$ cat src/rtl/crc_chk_pkg.sv
package crc_chk_pkg;

    localparam int unsigned CRC_W          = 32;
    localparam int unsigned NIB_W          = 4;
    localparam logic [CRC_W-1:0] GEN_POLY  = 32'h04C1_1DB7;
    localparam logic [CRC_W-1:0] PRESET    = 32'hFFFF_FFFF;
    localparam logic [CRC_W-1:0] GOOD_RES  = 32'hC704_DD7B;

    // Action applied to the remainder register on a clock edge
    typedef enum logic [1:0] {
        CMD_HOLD      = 2'd0,
        CMD_STEP      = 2'd1,
        CMD_LOAD      = 2'd2,
        CMD_LOAD_STEP = 2'd3
    } crc_cmd_e;

    // Chooses the register's next action from the control inputs
    function automatic crc_cmd_e decode_cmd(input logic start, input logic valid);
        crc_cmd_e c;
        unique case ({start, valid})
            2'b00:   c = CMD_HOLD;
            2'b01:   c = CMD_STEP;
            2'b10:   c = CMD_LOAD;
            default: c = CMD_LOAD_STEP;
        endcase
        return c;
    endfunction

    // One most-significant-bit-first shift of a remainder by a single input bit
    function automatic logic [CRC_W-1:0] crc_bit_shift(
        input logic [CRC_W-1:0] cur,
        input logic             din,
        input logic [CRC_W-1:0] poly
    );
        logic fb;
        fb = cur[CRC_W-1] ^ din;
        return {cur[CRC_W-2:0], 1'b0} ^ (fb ? poly : '0);
    endfunction

endpackage

$ cat src/rtl/crc_state_reg.sv
module crc_state_reg #(
    parameter int unsigned      CRC_W  = crc_chk_pkg::CRC_W,
    parameter logic [CRC_W-1:0] INIT   = crc_chk_pkg::PRESET
) (
    input  logic             clk,
    input  logic             rst,
    input  crc_chk_pkg::crc_cmd_e cmd,
    input  logic [CRC_W-1:0] stepped_cur,
    input  logic [CRC_W-1:0] stepped_init,
    output logic [CRC_W-1:0] state
);
    import crc_chk_pkg::*;

    logic [CRC_W-1:0] state_d;

    always_comb begin
        unique case (cmd)
            CMD_STEP:      state_d = stepped_cur;
            CMD_LOAD:      state_d = INIT;
            CMD_LOAD_STEP: state_d = stepped_init;
            default:       state_d = state;
        endcase
    end

    always_ff @(posedge clk) begin
        if (rst) state <= INIT;
        else     state <= state_d;
    end


    preset_on_start_chk: assert property (@(posedge clk) disable iff (rst)
        (cmd == CMD_LOAD) |=> (state == INIT));


    hold_when_idle_chk: assert property (@(posedge clk) disable iff (rst)
        (cmd == CMD_HOLD) |=> $stable(state));

endmodule

$ cat config.mk
export PLATFORM = sky130hd
export DESIGN_NAME = crc_state_reg
export DESIGN_NICKNAME = d
export VERILOG_FILES = /design/src/rtl/crc_chk_pkg.sv /design/src/rtl/crc_state_reg.sv
export SDC_FILE = /design/constraint.sdc
export NUM_CORES = 1
export LEC_CHECK = 0
export BUFFER_PORTS_ARGS = -buffer_cell sky130_fd_sc_hd__buf_2
export CORE_AREA = 2 2 86 63
export DETAILED_ROUTE_END_ITERATION = 10
export DIE_AREA = 0 0 88 65
export PLACE_DENSITY = 0.68
export SYNTH_ARGS = -nofsm -noshare
export SYNTH_HDL_FRONTEND = slang
export SYNTH_SLANG_ARGS = --single-unit
$ cat constraint.sdc
create_clock -name clk -period 1.4 [get_ports clk]
set_input_delay 0.28 -clock clk [delete_from_list [all_inputs] [get_ports clk]]
set_output_delay 0.28 -clock clk [all_outputs]
set_load 0.1 [all_outputs]
==> impl_metrics.toml, run 1 <==
[status]
status = "complete, no violations"

[drt]
drt_iter0_drc = 31
dr.pass1.iters = 3
drt_wl_total_mm = 3.85
drtAntennaViolNets = 0
vias = 1327
route.detailed.drc = 0
post_drt_wl_per_cell_um = 13.6
viasPerCell = 4.69

[sta]
relSlewSlack_pct = 67.1
finalMaxSlewViolations = 0
finClkSkew_ns = 0
setup_violations = 0
finalWorstPathRequiredPeriod_ns = 1.33
final_hold_viol_count = 0
grt_setup_unrepaired = "false"
tns_ns = 0
fin_crit_sh_pct = 94.9
worst_pin_slew_ns = 0.497
fmax_mhz = 752

[final_layout]
top_register = "state"
fin_cells = 283
largest_reg_flops = 32
nets = 278
reg.largest.list = "state x32"
design_area_um2 = 2140
fillers = 499
n_antenna_cell = 0
multiInputGateArea_um2 = 693
seqCellArea_um2 = 641
area_delta_synth_final_pct = 49.3
layout-drive-gt1-share_pct = 68.2

[die]
initial_core_util_pct = 28.8
dieArea_um2 = 5720
core_area_um2 = 4980
num_rows = 22
ios = 100
die_y_um = 65
fp.dieW_um = 88

[pwr]
vdd_drop_max_uv = 526
p_sw_uw = 879
seqPwrFrac_pct = 36.5
p_int_mw = 1.83
switching_share_pct = 32.5
combPwrFrac_pct = 28.0
total_power_mw = 2.70
powerDensity_nw_per_um2 = 1260
cellLeakagePower_nw = 0.902
clkPwrFrac_pct = 35.5

[worst_setup_path]
cp_data_required_time_ns = 1.12
path_class = "reg2out"
cpPeakStageDelay_ns = 0.43
start_kind = "register"
critPathSlowestCell = "buf_2"
r2r-start = "state[24]"
r2r_cells = 1
crit_fanout = 2
r2r_end = "state[24]"
path_cells = "buf_2"
cp-end-kind = "output pin"
path_buf_inv = 1
rrSetupSlack_ns = 0.62
critPathTopFamily = "buffers and inverters"
cp_data_arrival_time_ns = 1.05

[yosys]
synth_top_family_by_area = "multiplexers"
synth-simple-area-share_pct = 0.872
yosysWarnings = 0
seq_area_frac_synth_pct = 44.6
synth_adder_area_share_pct = 0
synth_compound_area_share_pct = 22.3
synthesis.nets = 181
synth_cell_types = 10
syn-cell-area_um2 = 1440
syn_inst = 113
synth_xor_xnor_area_share_pct = 0
ys_seq_elements = 32
muxShareOfSynthArea_pct = 25.1
syn_avg_cell_area_um2 = 12.7

[clock_tree]
clk_path_buf_depth = 2
cts_tree = "yes"
hold_buffers = 0
clockRootBuffer = "clkbuf_8"
cts_buffers = 5
cts_resized = 0
htreeDepth = 2
clkSinkCount = 32
clk_latency_ns = 0.28
post_cts_buffers = 0
clk_pin_slew_ns = 0.07

[placement]
place_congestion = 0.683
place_inst = 275
dp_hpwl_mm = 2.85
portBuffers = 99
post_dp_cell_area_um2 = 2020

[grt]
antenna_found_initial = 0
grt_max_degree = 31
grt_overflow = 0
grt_pass1_vias = 1248
groute.usage.overall_pct = 13.5
grt_first_pass_wirelength_mm = 5.98

[hold_path]
hp-start = "stepped_init[18]"
hold_class = "in2reg"
min_to = "state[18]"
whs_path_depth = 3

[flow_run]
maxCapViolCount = 0
power by group through the flow:
stage / logic [mW] / registers (mW) / clock network, mW
after CTS: 0.764 / 0.988 / 1.00
final: 0.757 / 0.988 / 0.960
after floorplan: 0.195 / 1.39 / 0
after global routing: 0.793 / 0.994 / 1.05
after detailed placement: 0.762 / 1.01 / 0
after global placement: 0.755 / 1.01 / 0
cell usage in the layout (no fill, tap or decap), drive strengths merged:
| cell | netlist | final |
|---|---|---|
| dfxtp | 32 | 32 |
| clkbuf | 3 | 7 |
| nand2b | 1 | 1 |
| buf | 12 | 105 |
| bufinv | 0 | 1 |
| o32a | 32 | 32 |
| or2 | 1 | 1 |
| mux2 | 32 | 32 |
synth_stat cells, drive strengths merged:
cell | count | area share, %
nand2b | 1 | 0.44
or2 | 1 | 0.44
o32a | 32 | 22
buf | 12 | 6.3
mux2 | 32 | 25
clkbuf | 3 | 0.78
dfxtp | 32 | 45
metrics by stage:
stage	hold slack [ns]	setup WS, ns	utilization, %
finish	0.341	0.0709	43.0
global route	0.337	0.0122	43.0
CTS	0.328	0.0538	43.0
detailed placement	0.481	0.0733	40.5
global placement	0.476	0.109	40.5
floorplan	0.519	0.142	-
cells by family after synthesis:
logic type	count (synthesis)
AOI/OAI and AO/OA	32
muxes	32
DFF	32
buffers and inverters	15
and+or+nand+nor	2
metal layers:
layer	global-route usage, %	routed length [um]
met5	0	0
met3	4.33	246
met2	22.8	1910
met4	4.04	44
met1	16.3	1640
worst max path at each step:
stage                         start   endpoint  slack [ns]  cells after the start
after floorplan            state[0]   state[0]        0.14                      1
after global placement       cmd[1]  state[22]        0.11                      4
after detailed placement     cmd[1]  state[22]        0.07                      4
after CTS                 state[20]  state[20]        0.05                      1
after global routing      state[19]  state[19]        0.01                      1
final                     state[31]  state[31]        0.07                      1
cell type report:
type                            instances  area share [%]
Clock buffer                            7            4.50
Clock inverter                          1            1.40
Multi-Input combinational cell         66            32.3
Sequential cell                        32            29.9
Tap cell                               72            4.20
Timing Repair Buffer                  105            27.7
Power figures use the tool's default switching activity.
==> run 2: changes to the inputs <==
--- a/config.mk
+++ b/config.mk
@@ -7,9 +7,12 @@
 export LEC_CHECK = 0
 export BUFFER_PORTS_ARGS = -buffer_cell sky130_fd_sc_hd__buf_2
 export CORE_AREA = 2 2 86 63
+export CTS_CLUSTER_DIAMETER = 150
 export DETAILED_ROUTE_END_ITERATION = 10
 export DIE_AREA = 0 0 88 65
+export MAX_ROUTING_LAYER = met4
 export PLACE_DENSITY = 0.68
 export SYNTH_ARGS = -nofsm -noshare
 export SYNTH_HDL_FRONTEND = slang
 export SYNTH_SLANG_ARGS = --single-unit
+export TNS_END_PERCENT = 50
==> run 2 against run 1 <==
  * Maximum frequency is essentially flat
  * Cell area is the same
  * Global-route usage grew 0.37 points
  * Core utilization is the same
  * Non-clock buffer count is the same
  * Critical path type unchanged
  * Highest routed layer unchanged
  * Clock power is essentially flat
  * Worst hold slack is essentially flat
  * Largest power group unchanged
==> impl_metrics.toml, run 2 (same netlist as run 1, synthesis figures left out) <==
[drt]
dr.pass1.iters = 3
drtAntennaViolNets = 0
drt_iter0_drc = 38
viasPerCell = 4.69
drt_wl_total_mm = 3.85
post_drt_wl_per_cell_um = 13.6
vias = 1326
route.detailed.drc = 0

[grt]
grt_overflow = 0
grt_pass1_vias = 1248
grt_max_degree = 31
groute.usage.overall_pct = 13.9
grt_first_pass_wirelength_mm = 5.98
antenna_found_initial = 0

[die]
core_area_um2 = 4980
num_rows = 22
fp.dieW_um = 88
die_y_um = 65
initial_core_util_pct = 28.8
ios = 100
dieArea_um2 = 5720

[clock_tree]
cts_tree = "yes"
post_cts_buffers = 0
clockRootBuffer = "clkbuf_8"
htreeDepth = 2
cts_resized = 0
clkSinkCount = 32
hold_buffers = 0
clk_latency_ns = 0.28
cts_buffers = 5
clk_path_buf_depth = 2
clk_pin_slew_ns = 0.07

[sta]
tns_ns = 0
fmax_mhz = 753
finClkSkew_ns = 0
relSlewSlack_pct = 67.1
worst_pin_slew_ns = 0.497
fin_crit_sh_pct = 94.9
worst_hold_slack_ns = 0.341
finalWorstPathRequiredPeriod_ns = 1.33
grt_setup_unrepaired = "false"
final_hold_viol_count = 0
finalMaxSlewViolations = 0
finalWorstSetupSlack_ns = 0.0713
setup_violations = 0

[worst_setup_path]
cp-end-kind = "output pin"
cpPeakStageDelay_ns = 0.43
critPathSlowestCell = "buf_2"
start_kind = "register"
r2r-start = "state[24]"
cp_data_arrival_time_ns = 1.05
path_cells = "buf_2"
crit_fanout = 2
critPathTopFamily = "buffers and inverters"
cp_data_required_time_ns = 1.12
path_buf_inv = 1
path_class = "reg2out"
crit_start = "state[31]"
rrSetupSlack_ns = 0.62

[placement]
place_inst = 275
dp_hpwl_mm = 2.85
portBuffers = 99
post_dp_cell_area_um2 = 2020
dpl_worst_slack_ns = 0.0733
place_congestion = 0.690

[final_layout]
layout-drive-gt1-share_pct = 68.2
top_register = "state"
final_util_pct = 43.0
design_area_um2 = 2140
reg.largest.list = "state x32"
largest_reg_flops = 32
fin_cells = 283
area_delta_synth_final_pct = 49.3
nets = 278
fillers = 499
final_common_cell = "buf_2"
n_antenna_cell = 0
final_cell_mix = "98 x buf_2, 32 x o32a_1, 32 x dfxtp_1"

[flow_run]
maxCapViolCount = 0

[pwr]
powerDensity_nw_per_um2 = 1260
total_power_mw = 2.70
cellLeakagePower_nw = 0.902
vdd_drop_max_uv = 526

[status]
status = "complete, no violations"

[hold_path]
hold_class = "in2reg"
hp-start = "stepped_init[18]"
## run 2: cell counts in the layout (fill, tap and decap cells not counted)
Identical to the previous run, type by type.
## run 2: path summary, 6_finish.rpt
kind / end / cells after the start
worst max-delay path: state[31] / 1
worst min register to register: state[5] / 1
worst min-delay path: state[18] / 3
worst max register to register: state[24] / 1
## run 2: per-layer routing
layer  GRT usage (%)  up-vias  share of wire (%)
met4            4.04        0                1.1
met2            22.8       46                 50
met5               -        -                  0
li1                -      648                  -
met1            16.3      627                 43
met3            4.33        5                6.4
## run 2: area by class of cell
cell class	instances	area [um^2]	area share [%]
well taps	72	90.1	4.20
clock buffers	7	96.3	4.50
repair buffers	105	593	27.7
flip-flops and latches	32	641	29.9
clock inverters	1	30.0	1.40
multi-input cells	66	693	32.3
## run 2: power breakdown
part | internal (mW) | switching (mW)
combinational | 0.234 | 0.523
sequential | 0.964 | 0.0244
clock | 0.628 | 0.332
